==> src/rtl/cbs_pkg.sv <==
package cbs_pkg;

    localparam int BYTE_W = 8;

    typedef enum logic [2:0] {
        ST_IDLE,
        ST_ADDR,
        ST_ADDR_ACK,
        ST_WR_BYTE,
        ST_WR_ACK,
        ST_RD_BYTE,
        ST_RD_ACK,
        ST_WAIT
    } cbs_state_t;

endpackage

==> src/rtl/cbs_linesync.sv <==
module cbs_linesync #(
    parameter int LINES  = 2,
    parameter int STAGES = 2
) (
    input  logic             clk,
    input  logic             rst_n,
    input  logic [LINES-1:0] din,
    output logic [LINES-1:0] dout
);

    // Each line gets its own flop chain; the bus idles high, so the chain resets to 1.
    for (genvar l = 0; l < LINES; l++) begin : g_line
        logic [STAGES-1:0] chain;

        always_ff @(posedge clk or negedge rst_n) begin
            if (!rst_n) begin
                chain <= '1;
            end else begin
                chain <= {chain[STAGES-2:0], din[l]};
            end
        end

        assign dout[l] = chain[STAGES-1];
    end

endmodule

==> src/rtl/cbs_busevent.sv <==
module cbs_busevent (
    input  logic clk,
    input  logic rst_n,
    input  logic scl_s,
    input  logic sda_s,
    output logic scl_rise,
    output logic scl_fall,
    output logic start_det,
    output logic stop_det
);

    logic scl_q;
    logic sda_q;

    always_ff @(posedge clk or negedge rst_n) begin
        if (!rst_n) begin
            scl_q <= 1'b1;
            sda_q <= 1'b1;
        end else begin
            scl_q <= scl_s;
            sda_q <= sda_s;
        end
    end

    always_comb begin
        scl_rise  = scl_s & ~scl_q;
        scl_fall  = ~scl_s & scl_q;
        // START and STOP require SCL high both before and after the SDA edge.
        start_det = scl_s & scl_q & sda_q & ~sda_s;
        stop_det  = scl_s & scl_q & ~sda_q & sda_s;
    end

endmodule

==> src/rtl/cbs_regbank.sv <==
module cbs_regbank #(
    parameter int          NUM_REGS = 6,
    parameter int          IDX_W    = 3,
    parameter logic [7:0]  RST_VAL  = 8'hFF
) (
    input  logic                  clk,
    input  logic                  rst_n,
    input  logic                  wr_en,
    input  logic [IDX_W-1:0]      wr_idx,
    input  logic [7:0]            wr_data,
    input  logic [IDX_W-1:0]      rd_idx,
    output logic [7:0]            rd_data,
    output logic [8*NUM_REGS-1:0] regs_flat
);

    logic [7:0] mem [NUM_REGS];

    for (genvar g = 0; g < NUM_REGS; g++) begin : g_reg
        always_ff @(posedge clk or negedge rst_n) begin
            if (!rst_n) begin
                mem[g] <= RST_VAL;
            end else if (wr_en && (wr_idx == IDX_W'(g))) begin
                mem[g] <= wr_data;
            end
        end

        assign regs_flat[8*g +: 8] = mem[g];
    end

    // An index past the last register reads as all ones, which is an idle bus byte.
    always_comb begin
        rd_data = 8'hFF;
        for (int i = 0; i < NUM_REGS; i++) begin
            if (rd_idx == IDX_W'(i)) begin
                rd_data = mem[i];
            end
        end
    end

endmodule

==> src/rtl/cfg_block_slave.sv <==
module cfg_block_slave #(
    parameter int          NUM_REGS    = 6,
    parameter int          SKIP_BYTES  = 2,
    parameter int          SYNC_STAGES = 2,
    parameter logic [6:0]  DEV_ADDR    = 7'h69,
    parameter logic [7:0]  RST_VAL     = 8'hFF,
    parameter logic [7:0]  READ_COUNT  = 8'd6
) (
    input  logic                  clk,
    input  logic                  rst_n,
    input  logic                  scl_i,
    input  logic                  sda_i,
    output logic                  sda_pull_o,
    output logic [8*NUM_REGS-1:0] cfg_o
);

    import cbs_pkg::*;

    localparam int CNT_W  = $clog2(BYTE_W + 1);
    localparam int BIDX_W = $clog2(SKIP_BYTES + NUM_REGS + 1);
    localparam int RIDX_W = $clog2(NUM_REGS + 1);
    localparam logic [BIDX_W-1:0] BIDX_MAX   = '1;
    localparam logic [BIDX_W-1:0] FIRST_DATA = BIDX_W'(SKIP_BYTES);
    localparam logic [BIDX_W-1:0] PAST_DATA  = BIDX_W'(SKIP_BYTES + NUM_REGS);
    localparam logic [RIDX_W-1:0] RIDX_END   = RIDX_W'(NUM_REGS);
    localparam logic [CNT_W-1:0]  LAST_TX    = CNT_W'(BYTE_W - 1);
    localparam logic [CNT_W-1:0]  FULL_RX    = CNT_W'(BYTE_W);

    // ---------------- line conditioning ----------------
    logic [1:0] lines_s;
    logic       scl_s;
    logic       sda_s;
    logic       scl_rise;
    logic       scl_fall;
    logic       start_det;
    logic       stop_det;

    cbs_linesync #(
        .LINES  (2),
        .STAGES (SYNC_STAGES)
    ) u_sync (
        .clk   (clk),
        .rst_n (rst_n),
        .din   ({scl_i, sda_i}),
        .dout  (lines_s)
    );

    assign scl_s = lines_s[1];
    assign sda_s = lines_s[0];

    cbs_busevent u_evt (
        .clk       (clk),
        .rst_n     (rst_n),
        .scl_s     (scl_s),
        .sda_s     (sda_s),
        .scl_rise  (scl_rise),
        .scl_fall  (scl_fall),
        .start_det (start_det),
        .stop_det  (stop_det)
    );

    // ---------------- state and datapath registers ----------------
    cbs_state_t        state;
    cbs_state_t        state_nx;
    logic [CNT_W-1:0]  bit_cnt;
    logic [BYTE_W-1:0] rx_sh;
    logic [BYTE_W-1:0] tx_sh;
    logic [BIDX_W-1:0] byte_idx;
    logic [RIDX_W-1:0] rd_idx;
    logic              host_ack;
    logic              sda_pull;

    logic              addr_hit;
    logic              rx_done;
    logic              wr_en;
    logic [RIDX_W-1:0] wr_idx;
    logic [7:0]        rd_data;

    assign addr_hit = (rx_sh[BYTE_W-1:1] == DEV_ADDR);
    assign rx_done  = scl_fall && (bit_cnt == FULL_RX);
    assign wr_en    = (state == ST_WR_BYTE) && rx_done &&
                      (byte_idx >= FIRST_DATA) && (byte_idx < PAST_DATA);
    assign wr_idx   = RIDX_W'(byte_idx - FIRST_DATA);

    cbs_regbank #(
        .NUM_REGS (NUM_REGS),
        .IDX_W    (RIDX_W),
        .RST_VAL  (RST_VAL)
    ) u_bank (
        .clk       (clk),
        .rst_n     (rst_n),
        .wr_en     (wr_en),
        .wr_idx    (wr_idx),
        .wr_data   (rx_sh),
        .rd_idx    (rd_idx),
        .rd_data   (rd_data),
        .regs_flat (cfg_o)
    );

    // ---------------- state register ----------------
    always_ff @(posedge clk or negedge rst_n) begin
        if (!rst_n) begin
            state <= ST_IDLE;
        end else begin
            state <= state_nx;
        end
    end

    // ---------------- next-state logic ----------------
    always_comb begin
        state_nx = state;
        if (stop_det) begin
            state_nx = ST_IDLE;
        end else if (start_det) begin
            state_nx = ST_ADDR;
        end else begin
            unique case (state)
                ST_IDLE: begin
                    state_nx = ST_IDLE;
                end
                ST_ADDR: begin
                    if (rx_done) begin
                        state_nx = addr_hit ? ST_ADDR_ACK : ST_WAIT;
                    end
                end
                ST_ADDR_ACK: begin
                    if (scl_fall) begin
                        state_nx = rx_sh[0] ? ST_RD_BYTE : ST_WR_BYTE;
                    end
                end
                ST_WR_BYTE: begin
                    if (rx_done) begin
                        state_nx = ST_WR_ACK;
                    end
                end
                ST_WR_ACK: begin
                    if (scl_fall) begin
                        state_nx = ST_WR_BYTE;
                    end
                end
                ST_RD_BYTE: begin
                    if (scl_fall && (bit_cnt == LAST_TX)) begin
                        state_nx = ST_RD_ACK;
                    end
                end
                ST_RD_ACK: begin
                    if (scl_fall) begin
                        state_nx = host_ack ? ST_RD_BYTE : ST_WAIT;
                    end
                end
                ST_WAIT: begin
                    state_nx = ST_WAIT;
                end
            endcase
        end
    end

    // ---------------- datapath and output process ----------------
    always_ff @(posedge clk or negedge rst_n) begin
        if (!rst_n) begin
            bit_cnt  <= '0;
            rx_sh    <= '0;
            tx_sh    <= '0;
            byte_idx <= '0;
            rd_idx   <= '0;
            host_ack <= 1'b0;
            sda_pull <= 1'b0;
        end else if (stop_det) begin
            bit_cnt  <= '0;
            sda_pull <= 1'b0;
        end else if (start_det) begin
            bit_cnt  <= '0;
            byte_idx <= '0;
            sda_pull <= 1'b0;
        end else begin
            unique case (state)
                ST_ADDR, ST_WR_BYTE: begin
                    if (scl_rise) begin
                        rx_sh   <= {rx_sh[BYTE_W-2:0], sda_s};
                        bit_cnt <= bit_cnt + CNT_W'(1);
                    end
                    if (rx_done) begin
                        if (state == ST_ADDR) begin
                            sda_pull <= addr_hit;
                        end else begin
                            sda_pull <= 1'b1;
                            if (byte_idx != BIDX_MAX) begin
                                byte_idx <= byte_idx + BIDX_W'(1);
                            end
                        end
                    end
                end
                ST_ADDR_ACK: begin
                    if (scl_fall) begin
                        bit_cnt  <= '0;
                        byte_idx <= '0;
                        rd_idx   <= '0;
                        if (rx_sh[0]) begin
                            tx_sh    <= READ_COUNT;
                            sda_pull <= ~READ_COUNT[BYTE_W-1];
                        end else begin
                            sda_pull <= 1'b0;
                        end
                    end
                end
                ST_WR_ACK: begin
                    if (scl_fall) begin
                        bit_cnt  <= '0;
                        sda_pull <= 1'b0;
                    end
                end
                ST_RD_BYTE: begin
                    if (scl_fall) begin
                        if (bit_cnt == LAST_TX) begin
                            sda_pull <= 1'b0;
                        end else begin
                            tx_sh    <= {tx_sh[BYTE_W-2:0], 1'b0};
                            sda_pull <= ~tx_sh[BYTE_W-2];
                            bit_cnt  <= bit_cnt + CNT_W'(1);
                        end
                    end
                end
                ST_RD_ACK: begin
                    if (scl_rise) begin
                        host_ack <= ~sda_s;
                    end
                    if (scl_fall) begin
                        bit_cnt <= '0;
                        if (host_ack) begin
                            tx_sh    <= rd_data;
                            sda_pull <= ~rd_data[BYTE_W-1];
                            if (rd_idx != RIDX_END) begin
                                rd_idx <= rd_idx + RIDX_W'(1);
                            end
                        end else begin
                            sda_pull <= 1'b0;
                        end
                    end
                end
                ST_IDLE, ST_WAIT: begin
                    sda_pull <= 1'b0;
                end
            endcase
        end
    end

    assign sda_pull_o = sda_pull;

endmodule

==> config.mk <==
export PLATFORM = sky130hd
export DESIGN_NAME = cfg_block_slave
export DESIGN_NICKNAME = d
export VERILOG_FILES = /design/src/rtl/cbs_pkg.sv /design/src/rtl/cbs_linesync.sv /design/src/rtl/cbs_busevent.sv /design/src/rtl/cbs_regbank.sv /design/src/rtl/cfg_block_slave.sv
export SDC_FILE = /design/constraint.sdc
export NUM_CORES = 1
export LEC_CHECK = 0
export ABC_AREA = 1
export CAP_MARGIN = 25
export CORE_ASPECT_RATIO = 1.4
export CORE_MARGIN = 2
export CORE_UTILIZATION = 56
export CTS_CLUSTER_DIAMETER = 100
export DETAILED_ROUTE_END_ITERATION = 8
export PLACE_DENSITY_LB_ADDON = 0.08
export SETUP_SLACK_MARGIN = 0.4
export SYNTH_ARGS = -nofsm -noshare
export SYNTH_HDL_FRONTEND = slang
export SYNTH_SLANG_ARGS = --single-unit
==> constraint.sdc <==
create_clock -name clk -period 1.9 [get_ports clk]
set_input_delay 0.285 -clock clk [delete_from_list [all_inputs] [get_ports clk]]
set_output_delay 0.285 -clock clk [all_outputs]
set_load 0.02 [all_outputs]
# [Word level (Yosys, flattened, before mapping)]
# Cells that the tools add are included.
[op_classes] addsub=4 magnitude_cmp=2 n_eq_ne=44 muxes=54 n_bitwise=15 reduce_logical=29
[op_table] operator="$mux W8" n=6
[op_table] operator="$ne A4 B4 Y1 const B" n=11
[op_table] operator="$mux W3" n=14
[op_table] operator="$mux W7" n=6
[op_table] operator="$mux W4" n=10
[op_table] operator="$eq A3 B3 Y1 const B" n=8
[op_table] operator="$pmux W3 S8" n=1
[op_table] operator="$pmux W7 S3" n=1
[op_table] operator="$eq A3 B2 Y1 const B" n=6
[op_table] operator="$ne A3 B3 Y1 const B" n=5
[op_table] operator="$ne A2 B2 Y1 const B" n=7
[op_table] operator="$pmux W4 S3" n=1
[op_table] operator="$reduce_and A6 Y1" n=2
[op_table] operator="$logic_and A1 B1 Y1" n=11
[op_table] operator="$mux W1" n=11
[op_table] operator="$reduce_and A5 Y1" n=2
[op_table] operator="$eq A3 B1 Y1 const B" n=3
[op_table] operator="$logic_not A3 Y1" n=3
[op_table] operator="$reduce_and A9 Y1" n=1
[op_table] operator="$add A4 B1 Y4 const B" n=2
[op_table] operator="$not A1 Y1" n=8
[op_table] operator="$pmux W4 S2" n=1
[op_table] operator="$reduce_and A4 Y1" n=2
[op_table] operator="$and A1 B1 Y1" n=7
[op_table] operator="other kinds (17)" n=19
[word_totals] register_bits=85 in_bits=4 elab_cells=166

# [Depth between registers and ports, before layout]
[logic_depth] depth_word=13 ltp_mapped=14

# [Hierarchy]
# A second synthesis with hierarchy kept.
[unflattened] cells_unflattened=610 hier_area_um2=4673.2
[by_module_without_submodules] mod="cbs_regbank" n_inst=1 cells_per_inst=297 area_each_um2=2392.3 seq_area_each_um2=1261.2
[by_module_without_submodules] mod="cfg_block_slave" n_inst=1 cells_per_inst=294 area_each_um2=2067.0 seq_area_each_um2=775.7
[by_module_without_submodules] mod="cbs_linesync" n_inst=1 cells_per_inst=6 area_each_um2=120.1 seq_area_each_um2=105.1
[by_module_without_submodules] mod="cbs_busevent" n_inst=1 cells_per_inst=13 area_each_um2=93.8 seq_area_each_um2=52.6

# [Least setup slack after synthesis]
# OpenSTA, ideal clock, no wires.
[synth_timing] path_kind="register to register" from="register byte_idx[0]" to="register u_bank.mem, in the netlist u_bank.regs_flat[30]" setup_ns=0.078 arrival_ns=1.582 t_required_ns=1.822 slack_ns=0.240 path_stages_with_launch=11 cell_sequence="dfrtp_1 inv_1 ha_1 nor3_1 nor3_4 nand2_4 nor2_4 nand2_2 buf_6 nand2_1 o21ai_2"
[synth_via] elab_chain_cells=4 word_cells_on_any_way=7
[synth_lines] element="start, declared" line_no="cfg_block_slave.sv:68" rtl="logic [BIDX_W-1:0] byte_idx;"
[synth_lines] element="start signal, assigned" line_no="cfg_block_slave.sv:188" rtl="byte_idx <= byte_idx + BIDX_W'(1);"
[synth_lines] element="branches (longest 3 deep; another with $sub A3 B2 Y3)"
[synth_lines] element="$logic_and A1 B1 Y1 (*)" line_no="cbs_regbank.sv:22" rtl="end else if (wr_en && (wr_idx == IDX_W'(g))) begin"
[synth_lines] element="end signal, assigned by index" line_no="cbs_regbank.sv:23" rtl="mem[g] <= wr_data;"
[synth_lines] element="end, declared" line_no="cbs_regbank.sv:16" rtl="logic [7:0] mem [NUM_REGS];"
# Every way passes the cells marked *.
# A chain may end at the register's enable or synchronous reset.

# [Final worst setup path]
[layout_timing] from="register rd_idx[1]" to="register tx_sh[1]"
[layout_via] elab_chain_cells=10 word_cells_on_any_way=15
[layout_lines] element="start, declared" line_no="cfg_block_slave.sv:69" rtl="logic [RIDX_W-1:0] rd_idx;"
[layout_lines] element="start signal, assigned" line_no="cfg_block_slave.sv:233" rtl="rd_idx <= rd_idx + RIDX_W'(1);"
[layout_lines] element="$logic_not A3 Y1" line_no="cbs_regbank.sv:34" rtl="if (rd_idx == IDX_W'(i)) begin"
[layout_lines] element="$mux W8 (5 in a row)" line_no="cbs_regbank.sv:34"
[layout_lines] element="$mux W8 (*)" line_no="cbs_regbank.sv:34"
[layout_lines] element="$mux W7 (*)" line_no="cfg_block_slave.sv:229" rtl="if (host_ack) begin"
[layout_lines] element="$mux W7 (*)" line_no="cfg_block_slave.sv:227" rtl="if (scl_fall) begin"
[layout_lines] element="$pmux W7 S3 (*)" line_no="cfg_block_slave.sv:176" rtl="unique case (state)"
[layout_lines] element="end signal, assigned" line_no="cfg_block_slave.sv:217" rtl="tx_sh <= {tx_sh[BYTE_W-2:0], 1'b0};"
[layout_lines] element="end signal, assigned" line_no="cfg_block_slave.sv:230" rtl="tx_sh <= rd_data;"
[layout_lines] element="end, declared" line_no="cfg_block_slave.sv:67" rtl="logic [BYTE_W-1:0] tx_sh;"
# Mark *: on every way between the ends. The rest lies on a longest branch, timed or not. The select of a mux whose other input is x is not followed.

==> impl_metrics.env <==
export IMPL_yosysTopAreaCell="dfstp_2"
export IMPL_cts_sinks=85
export IMPL_antenna_cells=0
export IMPL_crit_required_ns=2.16
export IMPL_drtIter0Drc=355
export IMPL_outcome="finished clean"
export IMPL_drv_cap=0
export IMPL_overflow=0
export IMPL_cts_buffers=9
export IMPL_place_area_sq_um=5310
export IMPL_worst_slew_pin_slew_ns=0.468
export IMPL_clockRootBuffer="clkbuf_8"
export IMPL_final_util_pct=86.4
export IMPL_synthDistinctLibCells=31
export IMPL_clk_pin_slew_ns=0.08
export IMPL_arrival_ns=2.03
export IMPL_synth_mux_area_fraction_pct=0
export IMPL_grt_setup_unrepaired="yes"
export IMPL_cts_tree="built"
export IMPL_synth_common_cells="nand2_1, inv_1, nor2_1"
export IMPL_finalCritPeriodShare_pct=93.4
export IMPL_synthTopCellsByArea="dfstp_2, dfrtp_1, nand2_1"
export IMPL_first_global_vias=4383
export IMPL_core_sq_um=7800
export IMPL_crit_path_cell_trace="inv_2 -> buf_6 -> ha_4 -> inv_2 -> nor2_4 -> buf_4 -> nand2_1 -> nand3_1 -> nand2_1 -> nand2_1 -> a21oi_2 -> nor2_1 -> nor2_1"
export IMPL_cp_end_kind="flip-flop"
export IMPL_clk_latency_ns=0.36
export IMPL_finClkSkew_ns=0.00727
export IMPL_cts_htree_levels=3
export IMPL_drtPass1Iterations=7
export IMPL_synth_top_area_share_pct=31.2
export IMPL_dpl_worst_slack_ns=-0.00623
export IMPL_irDropWorstVdd_mv=1.02
export IMPL_antenna_left=0
export IMPL_cp_common_cell="nand2_1"
export IMPL_start_util_pct=58.3
export IMPL_synth_edf_count=0
export IMPL_rrSetupSlack_ns=0.13
export IMPL_avgRoutedWirePerCell_um=19.6
export IMPL_synth_xor_area_share_pct=0.578
export IMPL_fmax_mhz=564
export IMPL_crit_type="reg2reg"
export IMPL_totalWireLength_um=15800
export IMPL_synth_top_family_by_area="simple AND/OR/NAND/NOR gates"
export IMPL_final_max_slew_viol_count=0
export IMPL_cp_num_buf_inv=4
export IMPL_die_area_sq_um=8860
export IMPL_fin_area_sq_um=6740
export IMPL_antenna_found_initial=0
export IMPL_synth_compound_area_share_pct=12.2
export IMPL_setup_viol_count_final=0
export IMPL_grt_pass1_wl_um=22200
export IMPL_crit_path_top_delay_cell="dfrtp_1"
export IMPL_row_count=38
export IMPL_ys_seq_area_share_pct=48.3
export IMPL_cp_top_family="simple AND/OR/NAND/NOR gates"
export IMPL_grt_total_usage_pct=32.6
export IMPL_netlist_instances=581
export IMPL_gp_congestion=0.958
export IMPL_synth_seq_cells=85
export IMPL_hp_class="in2async"
export IMPL_ys_warn_count=0
export IMPL_finalCriticalPeriod_ns=1.77
export IMPL_slowest_delay_ns=0.42
export IMPL_fin_nets=717
export IMPL_viasPerCell=5.79
export IMPL_crit_path_max_fanout=5
export IMPL_power_total_w=0.00718
export IMPL_tns_ns=0
export IMPL_cts_path_max_buffers=2
export IMPL_dp_hpwl_um=9260
export IMPL_grt_max_degree=40
export IMPL_startpoint_type="flip-flop"
export IMPL_p_leak_nw=2.98
export IMPL_port_buffers=52
export IMPL_drc=0
export IMPL_final_hold_violation_count=0
export IMPL_power_per_cell_area_nw_per_um2=1070
export IMPL_setup_ws_ns=0.126
export IMPL_dieHeight_um=111
export IMPL_num_vias=4661
export IMPL_io_pins=53
export IMPL_synthAdderAreaFrac_pct=3.30
export IMPL_synthFlopType="dfstp_2"
export IMPL_area_growth_pct=48.2
export IMPL_syn_nets=597
export IMPL_fp_dieW_um=80.1
export IMPL_syn_area_per_cell_sq_um=7.82
export IMPL_yosys_area_share_simple_pct=27.5
export IMPL_synth_async_reset_ratio_pct=100
export IMPL_final_layout_size_suffix_gt1_share_pct=48.2
export IMPL_maxSlewHeadroom_pct=68.8
export IMPL_cts_hold_fix_buffers=0
export IMPL_syn_cell_area_sq_um=4550
export IMPL_yosys_cell_count_top_type="nand2_1"
-- per-stage QoR --
stage / std cells / hold WS, ns
finish: 805 / 0.134
global route: 805 / 0.191
CTS: 785 / 0.152
detailed placement: 742 / 0.351
global placement: 742 / 0.345
floorplan: 581 / -0.0106
-- report_power, final --
group,switching [W],internal (W),total (W)
logic,0.00212,0.00131,0.00343
clock network,0.000641,0.000762,0.00140
registers,0.000297,0.00206,0.00235
-- cell usage in the layout (no fill, tap or decap), drive strengths merged, types with 2 or more instances in the layout --
cell / count
nand2: 178
o21ai: 80
buf: 79
inv: 71
nor2: 68
dfstp: 54
clkdlybuf4s15: 35
dfrtp: 31
nand3: 30
clkbuf: 16
a21oi: 14
nand4: 12
ha: 12
nor3: 5
xor2: 3
clkinv: 3
a31oi: 3
bufinv: 2
clkdlybuf4s50: 2
o22ai: 2
-- layer usage --
layer / track usage [%] / wire [um] / share of wire, % / up-vias
met5: 0 / 0 / 0 / -
met2: 54.5 / 8250 / 52 / 213
li1: - / - / - / 2112
met3: 6.05 / 935 / 5.9 / 79
met1: 39.1 / 5550 / 35 / 2257
met4: 17.4 / 1070 / 6.8 / 0
-- cells by family (layout without fill, tap and decap cells) --
logic type / Yosys count / after routing
compound gates: 102 / 102
xor+xnor: 3 / 3
fa+ha+maj: 12 / 12
buf+inv: 87 / 209
flops: 85 / 85
simple gates: 292 / 294
-- what timing repair did --
action                     in CTS  in global routing
setup endpoints to repair     127                 82
gates resized for setup       262                126
cloned                          2                  2
buffers inserted               26                 18
pin swaps                      30                 36
-- area by class of cell --
type	count	area, sq um
inverter	71	292
fill	403	1060
sequential	85	2200
tap	100	125
clock inverter	5	75.1
clock buffer	10	138
multi-input combinational	411	2710
timing repair buffer	123	1200
-- state kept, by name, indices dropped and copies added, names as in the netlist, 3 cells and up --
name / flops
byte_idx: 4
rd_idx: 3
tx_sh: 7
state: 3
u_sync.g_line.chain: 4
rx_sh: 8
u_bank.regs_flat: 48
bit_cnt: 4
-- worst paths after layout --
check                                               startpoint                                  end  cells after the start
hold / removal                                           rst_n     u_bank.regs_flat[14]$_DFFE_PN1P_                      1
hold reg to reg            u_sync.g_line[1].chain[0]$_DFF_PN1_  u_sync.g_line[1].chain[1]$_DFF_PN1_                      0
setup / recovery                         rd_idx[1]$_DFFE_PN0P_                 tx_sh[1]$_DFFE_PN0P_                     13
setup reg to reg                         rd_idx[1]$_DFFE_PN0P_                 tx_sh[1]$_DFFE_PN0P_                     13
max in group asynchronous                                rst_n     u_bank.regs_flat[41]$_DFFE_PN1P_                      2
min in group clk                                         scl_i  u_sync.g_line[1].chain[0]$_DFF_PN1_                      1
Note: power is estimated with default switching activity, not from simulation.
